[src/rtl/alt_reset_a20_ctl.sv]
module alt_reset_a20_ctl #(
  parameter int DELAY_CYC = 1700,
  parameter int PULSE_CYC = 28
) (
  input  logic       clk,
  input  logic       por_n,
  input  logic       sys_rst_n,
  input  logic       wr_en,
  input  logic [7:0] wr_data,
  output logic [7:0] rd_data,
  input  logic       kbd_a20,
  input  logic       wdog_expired,
  output logic       a20_out,
  output logic       cpu_rst_pulse,
  output logic       pw_lock
);

  localparam int CW = $clog2(DELAY_CYC + PULSE_CYC);
  localparam logic [CW-1:0] PULSE_ON = CW'(DELAY_CYC);
  localparam logic [CW-1:0] SEQ_LAST = CW'(DELAY_CYC + PULSE_CYC - 1);

  logic          hot_bit, gate_bit, lock_bit, busy;
  logic [CW-1:0] age;
  logic          start;

  assign start = wr_en && wr_data[0] && !hot_bit && !busy;

  always_ff @(posedge clk) begin
    if (!por_n) begin
      hot_bit  <= 1'b0;
      gate_bit <= 1'b0;
      lock_bit <= 1'b0;
      busy     <= 1'b0;
      age      <= '0;
    end else if (!sys_rst_n) begin
      hot_bit  <= 1'b0;
      gate_bit <= 1'b0;
      busy     <= 1'b0;
      age      <= '0;
    end else begin
      if (wr_en) begin
        gate_bit <= wr_data[1];
        if (wr_data[3]) lock_bit <= 1'b1;
        if (!busy) hot_bit <= wr_data[0];
      end
      if (start) begin
        busy <= 1'b1;
        age  <= '0;
      end else if (busy) begin
        age <= age + 1'b1;
        if (age == SEQ_LAST) busy <= 1'b0;
      end
    end
  end

  assign cpu_rst_pulse = busy && (age >= PULSE_ON);
  assign a20_out       = gate_bit | kbd_a20;
  assign pw_lock       = lock_bit;
  assign rd_data       = {3'b000, wdog_expired, lock_bit, 1'b0, gate_bit, hot_bit};

  assert_pulse_needs_bit_R4: assert property (@(posedge clk) disable iff (!por_n || !sys_rst_n)
    cpu_rst_pulse |-> hot_bit);

  assert_seq_from_write_R4: assert property (@(posedge clk) disable iff (!por_n || !sys_rst_n)
    $rose(busy) |-> $past(wr_en && wr_data[0] && !hot_bit));

  assert_pulse_ends_seq_R4: assert property (@(posedge clk) disable iff (!por_n || !sys_rst_n)
    $fell(cpu_rst_pulse) |-> !busy);

  assert_bit_held_in_seq_R6: assert property (@(posedge clk) disable iff (!por_n || !sys_rst_n)
    ($past(busy) && busy) |-> $stable(hot_bit));

  assert_sysrst_clears_R7: assert property (@(posedge clk) disable iff (!por_n)
    $past(!sys_rst_n) |-> (rd_data[1:0] == 2'b00 && !cpu_rst_pulse));

  assert_lock_sticky_R8: assert property (@(posedge clk) disable iff (!por_n)
    $past(lock_bit) |-> lock_bit);

endmodule

[config.mk]
export PLATFORM = sky130hd
export DESIGN_NAME = alt_reset_a20_ctl
export DESIGN_NICKNAME = d
export VERILOG_FILES = /design/src/rtl/alt_reset_a20_ctl.sv
export SDC_FILE = /design/constraint.sdc
export NUM_CORES = 1
export LEC_CHECK = 0
export BUFFER_PORTS_ARGS = -buffer_cell sky130_fd_sc_hd__buf_2
export CAP_MARGIN = 20
export CELL_PAD_IN_SITES_DETAIL_PLACEMENT = 2
export CELL_PAD_IN_SITES_GLOBAL_PLACEMENT = 2
export CORE_MARGIN = 1
export CORE_UTILIZATION = 25
export CTS_CLUSTER_DIAMETER = 50
export DETAILED_ROUTE_END_ITERATION = 7
export HOLD_SLACK_MARGIN = 0.06
export PLACE_DENSITY = 0.75
export SYNTH_ARGS = -nofsm -noshare
export SYNTH_HDL_FRONTEND = slang
export SYNTH_SLANG_ARGS = --single-unit
[constraint.sdc]
create_clock -name clk -period 1.3 [get_ports clk]
set_input_delay 0 -clock clk [delete_from_list [all_inputs] [get_ports clk]]
set_output_delay 0 -clock clk [all_outputs]
set_load 0.02 [all_outputs]
== After elaboration in Yosys (flattened, before gate mapping) ==
Cells that the tools add are included.

* Bits in registers: 15
* Bits in latches: 0
* Memory bits (writable): 0
* ROM bits: 0
* Input port bits: 14
* Word-level logic and storage cells: 25
* Memories kept: 0

* Add/subtract/negate cells: 1
* $mul: 0
* Divide/modulo/power cells: 0
* Order comparisons: 1
* Equality and inequality tests: 1
* Shifts and indexed selects: 0
* Muxes and demuxes: 3
* Bitwise logic cells: 4
* Reductions and logical operators: 10

{| class="wikitable"
|+ Operators by type and width
! operator !! number
|-
| 11-bit by 1-bit adder with 11-bit output (second input constant) || 1
|-
| 11-bit equality test (second input constant) || 1
|-
| 11-bit greater-or-equal comparator (second input constant) || 1
|-
| 1-bit logical AND || 4
|-
| 2-bit AND reduction || 2
|-
| 1-bit 2-to-1 mux || 3
|-
| 1-bit inverter || 3
|-
| 3-bit AND reduction || 1
|-
| 3-bit OR reduction || 1
|-
| 1-bit zero test || 2
|-
| 1-bit OR || 1
|}

== Depth between registers and ports, before layout ==
* Depth in word-level cells: 4
* Gate-level depth with buffers: 4
* Mapped depth without buffers: 4

== Worst setup path before layout ==
Ideal clock, no wire load.

* Path kind: register to register
* From: reg age[0]
* To: reg age[10]
* Library setup time: 0.071 ns
* Data arrival time: 1.318 ns
* Data required time: 1.229 ns
* Setup slack: -0.089 ns
* Cell stages (with the launch flop): 5
* Path buffers: 0
* Period minus slack after synthesis: 1.389 ns
* Cells stage by stage: dfxtp_1 ha_1 nand2_1 or4_1 a21oi_1

* Longest elaborated chain between the ends: 1

{| class="wikitable"
|+ Ends and longest elaborated chain
! element !! RTL line !! RTL
|-
| start, declared || 23 || <nowiki>logic [CW-1:0] age;</nowiki>
|-
| start signal, assigned || 50 || <nowiki>age <= age + 1'b1;</nowiki>
|-
| 11-bit by 1-bit adder with 11-bit output || 50 ||
|}

No other way between the ends.
A chain may end at the register's enable or synchronous reset.

== Worst setup path in the final report ==
* From: reg age[6]
* To: out cpu_rst_pulse

* Longest elaborated chain between the ends: 2

{| class="wikitable"
|+ Ends and longest elaborated chain
! element !! RTL line !! RTL
|-
| 11-bit greater-or-equal comparator || 56 || <nowiki>assign cpu_rst_pulse = busy && (age >= PULSE_ON);</nowiki>
|-
| 1-bit logical AND || 56 ||
|-
| end, declared || 14 || <nowiki>output logic cpu_rst_pulse,</nowiki>
|}

No other way between the ends.

==> flow_metrics.env <==
export IMPL_clkSinkCount=15
export IMPL_p_leak_nw=0.487
export IMPL_syn_inst=88
export IMPL_critPathRequiredTime_ns=1.30
export IMPL_antenna_left=0
export IMPL_start_kind="register"
export IMPL_crit_fanout=3
export IMPL_synth_top_cell_by_area="dfxtp_1"
export IMPL_setup_violations=3
export IMPL_ys_types=29
export IMPL_finalNonFillerCells=155
export IMPL_grt_ovfl_total=0
export IMPL_die_w_um=57.8
export IMPL_rsz0062_at_grt="yes"
export IMPL_final_common_cell="buf_4"
export IMPL_endpoint_kind="output pin"
export IMPL_antenna_found_initial=0
export IMPL_synth_simple_area_share_pct=25.5
export IMPL_post_drt_via_cell_ratio=5.06
export IMPL_synth_compound_area_share_pct=13.6
export IMPL_netlist_area_um2=779
export IMPL_drt_total_wl_um=2740
export IMPL_slowest_stage="dfxtp_4"
export IMPL_yosysSeqAreaShare_pct=38.5
export IMPL_path_clk_slew_ns=0.10
export IMPL_place_gp_congestion=0.739
export IMPL_p_per_area_nw_per_um2=717
export IMPL_finClkSkew_ns=0.00615
export IMPL_grt_max_degree=12
export IMPL_grt_pass1_wl_um=4240
export IMPL_die_h_um=57.8
export IMPL_violations="negative setup slack"
export IMPL_synth_edf_count=0
export IMPL_num_antenna_cells=0
export IMPL_finalHoldViolations=0
export IMPL_coreArea_um2=2850
export IMPL_status="finished with violations"
export IMPL_finalMaxSlewViolations=0
export IMPL_place_ws_ns=-0.0624
export IMPL_numPortBuffers=13
export IMPL_synth_top_area_share_pct=38.5
export IMPL_firstDrtPassIters=3
export IMPL_start_util_pct=27.3
export IMPL_cts_root_buf="clkbuf_4"
export IMPL_track_usage_pct=17.5
export IMPL_vias=785
export IMPL_io_pins=25
export IMPL_area_growth_pct=56.3
export IMPL_cts_tree="yes"
export IMPL_min_period_over_period_pct=108
export IMPL_clk_latency_ns=0.30
export IMPL_async_flop_share_pct=0
export IMPL_path_cells="buf_4 -> o21ai_0 -> nor2_1 -> o2111a_1 -> buf_6"
export IMPL_postSynthAreaPerCell_um2=8.86
export IMPL_max_freq_mhz=710
export IMPL_synth_xor_area_share_pct=4.49
export IMPL_synthAdderAreaFrac_pct=3.21
export IMPL_mostFrequentLayoutCells="buf_4, buf_2, nor2_1"
export IMPL_drt_iter0_drc=11
export IMPL_cts_buffers=3
export IMPL_synth_top_family_by_area="simple AND/OR/NAND/NOR gates"
export IMPL_vdd_drop_max_uv=456
export IMPL_synth_area_top_cells="dfxtp_1, buf_4, a21oi_1, mux2i_1, nor2_1"
export IMPL_nNetsFinal=141
export IMPL_multi_input_area_um2=522
export IMPL_path_buf_inv=2
export IMPL_die_area_um2=3350
export IMPL_critPathKind="register to output pin"
export IMPL_grt_pass1_vias=880
export IMPL_clockBufferDepth=2
export IMPL_wire_per_inst_um=17.7
export IMPL_drc=0
export IMPL_layout_area_seq_um2=324
export IMPL_rows=19
export IMPL_maxCapViolCount=0
export IMPL_dp_hpwl_um=1790
export IMPL_layout_drive_gt1_share_pct=51.6
export IMPL_power_mw=0.874
export IMPL_dp_cells=141
export IMPL_layout_min_cycle_time_ns=1.41
export IMPL_fillCellCount=325
export IMPL_max_stage_delay_ns=0.35
export IMPL_finalHoldWorstSlack_ns=0.345
export IMPL_fin_util_pct=42.7
export IMPL_synth_ff_type="dfxtp_1"
export IMPL_setup_slack_ns=-0.108
export IMPL_holdCritPathClass="input pin to output pin"
export IMPL_yosysWarningCount=0
export IMPL_synth_area_mux_share_pct=3.85
export IMPL_arrival_ns=1.41
export IMPL_cp_top_family="compound AO/OA/AOI/OAI gates"
export IMPL_synth_seq_cells=15
export IMPL_htreeDepth=1
-- state kept, by name, indices dropped and copies added, names as in the netlist --
register	cells
age	11
busy	1
gate_bit	1
hot_bit	1
pw_lock	1
-- area by class of cell --
class	instances	share of cell area, %
clock buffer	4	2.16
tap	31	3.18
inverter	2	0.616
multi-input combinational	63	42.8
timing repair buffer	40	24.6
sequential	15	26.6
-- stage by stage --
stage,cell area [um2],setup TNS (ns)
after detailed placement,967,-0.171
after CTS,1100,-0.182
after global routing,1220,-0.474
final,1220,-0.166
after floorplan,808,0
after global placement,967,-0.00365
-- kinds of logic after synthesis --
group,count (synthesis)
DFF,15
buffers and inverters,13
muxes,3
and+or+nand+nor,33
xor gates and xnor gates,4
AOI/OAI and AO/OA,17
other,1
adders and majority gates,2
-- path summary, 6_finish.rpt --
check | start | to | slack, ns | cells after the start
worst max register to register | age[6] | age[9] | -0.03 | 4
worst min-delay path | kbd_a20 | a20_out | 0.35 | 3
worst max-delay path | age[6] | cpu_rst_pulse | -0.11 | 5
worst min register to register | age[10] | age[10] | 0.54 | 2
-- power breakdown --
part | internal, mW | leakage, nW | switching, mW
Sequential | 0.455 | 0.127 | 0.00479
Combinational | 0.0526 | 0.344 | 0.0629
Clock | 0.120 | 0.0150 | 0.179
Total | 0.627 | 0.487 | 0.247
-- per-layer routing --
| metal | track usage (%) | wire [um] |
|---|---|---|
| met1 | 18.0 | 1060 |
| met3 | 3.35 | 39 |
| met5 | 0 | 0 |
| met2 | 33.0 | 1590 |
| met4 | 9.18 | 60 |
-- synth_stat cells, types with 3 or more instances --
master and number:
a21oi_1 6, nand2_1 3, buf_4 8, nand4_1 4, o21ai_0 4, nand3_1 5
dfxtp_1 15, nor2_1 8, xor2_1 3, mux2i_1 3, o31ai_1 4
-- timing repair --
action	4_1_cts	5_1_grt
hold buffers	8	0
gates resized for setup	8	25
buffers inserted	1	3
endpoints found under the setup margin	6	15
endpoints found under the hold margin	5	0
pin swaps	1	6
-- tightest hold or removal path, stage by stage --
cell and delay, ns:
buf_2 0.08, or2_2 0.10, buf_2 0.16
No activity file was read; power rests on OpenSTA's default activity.
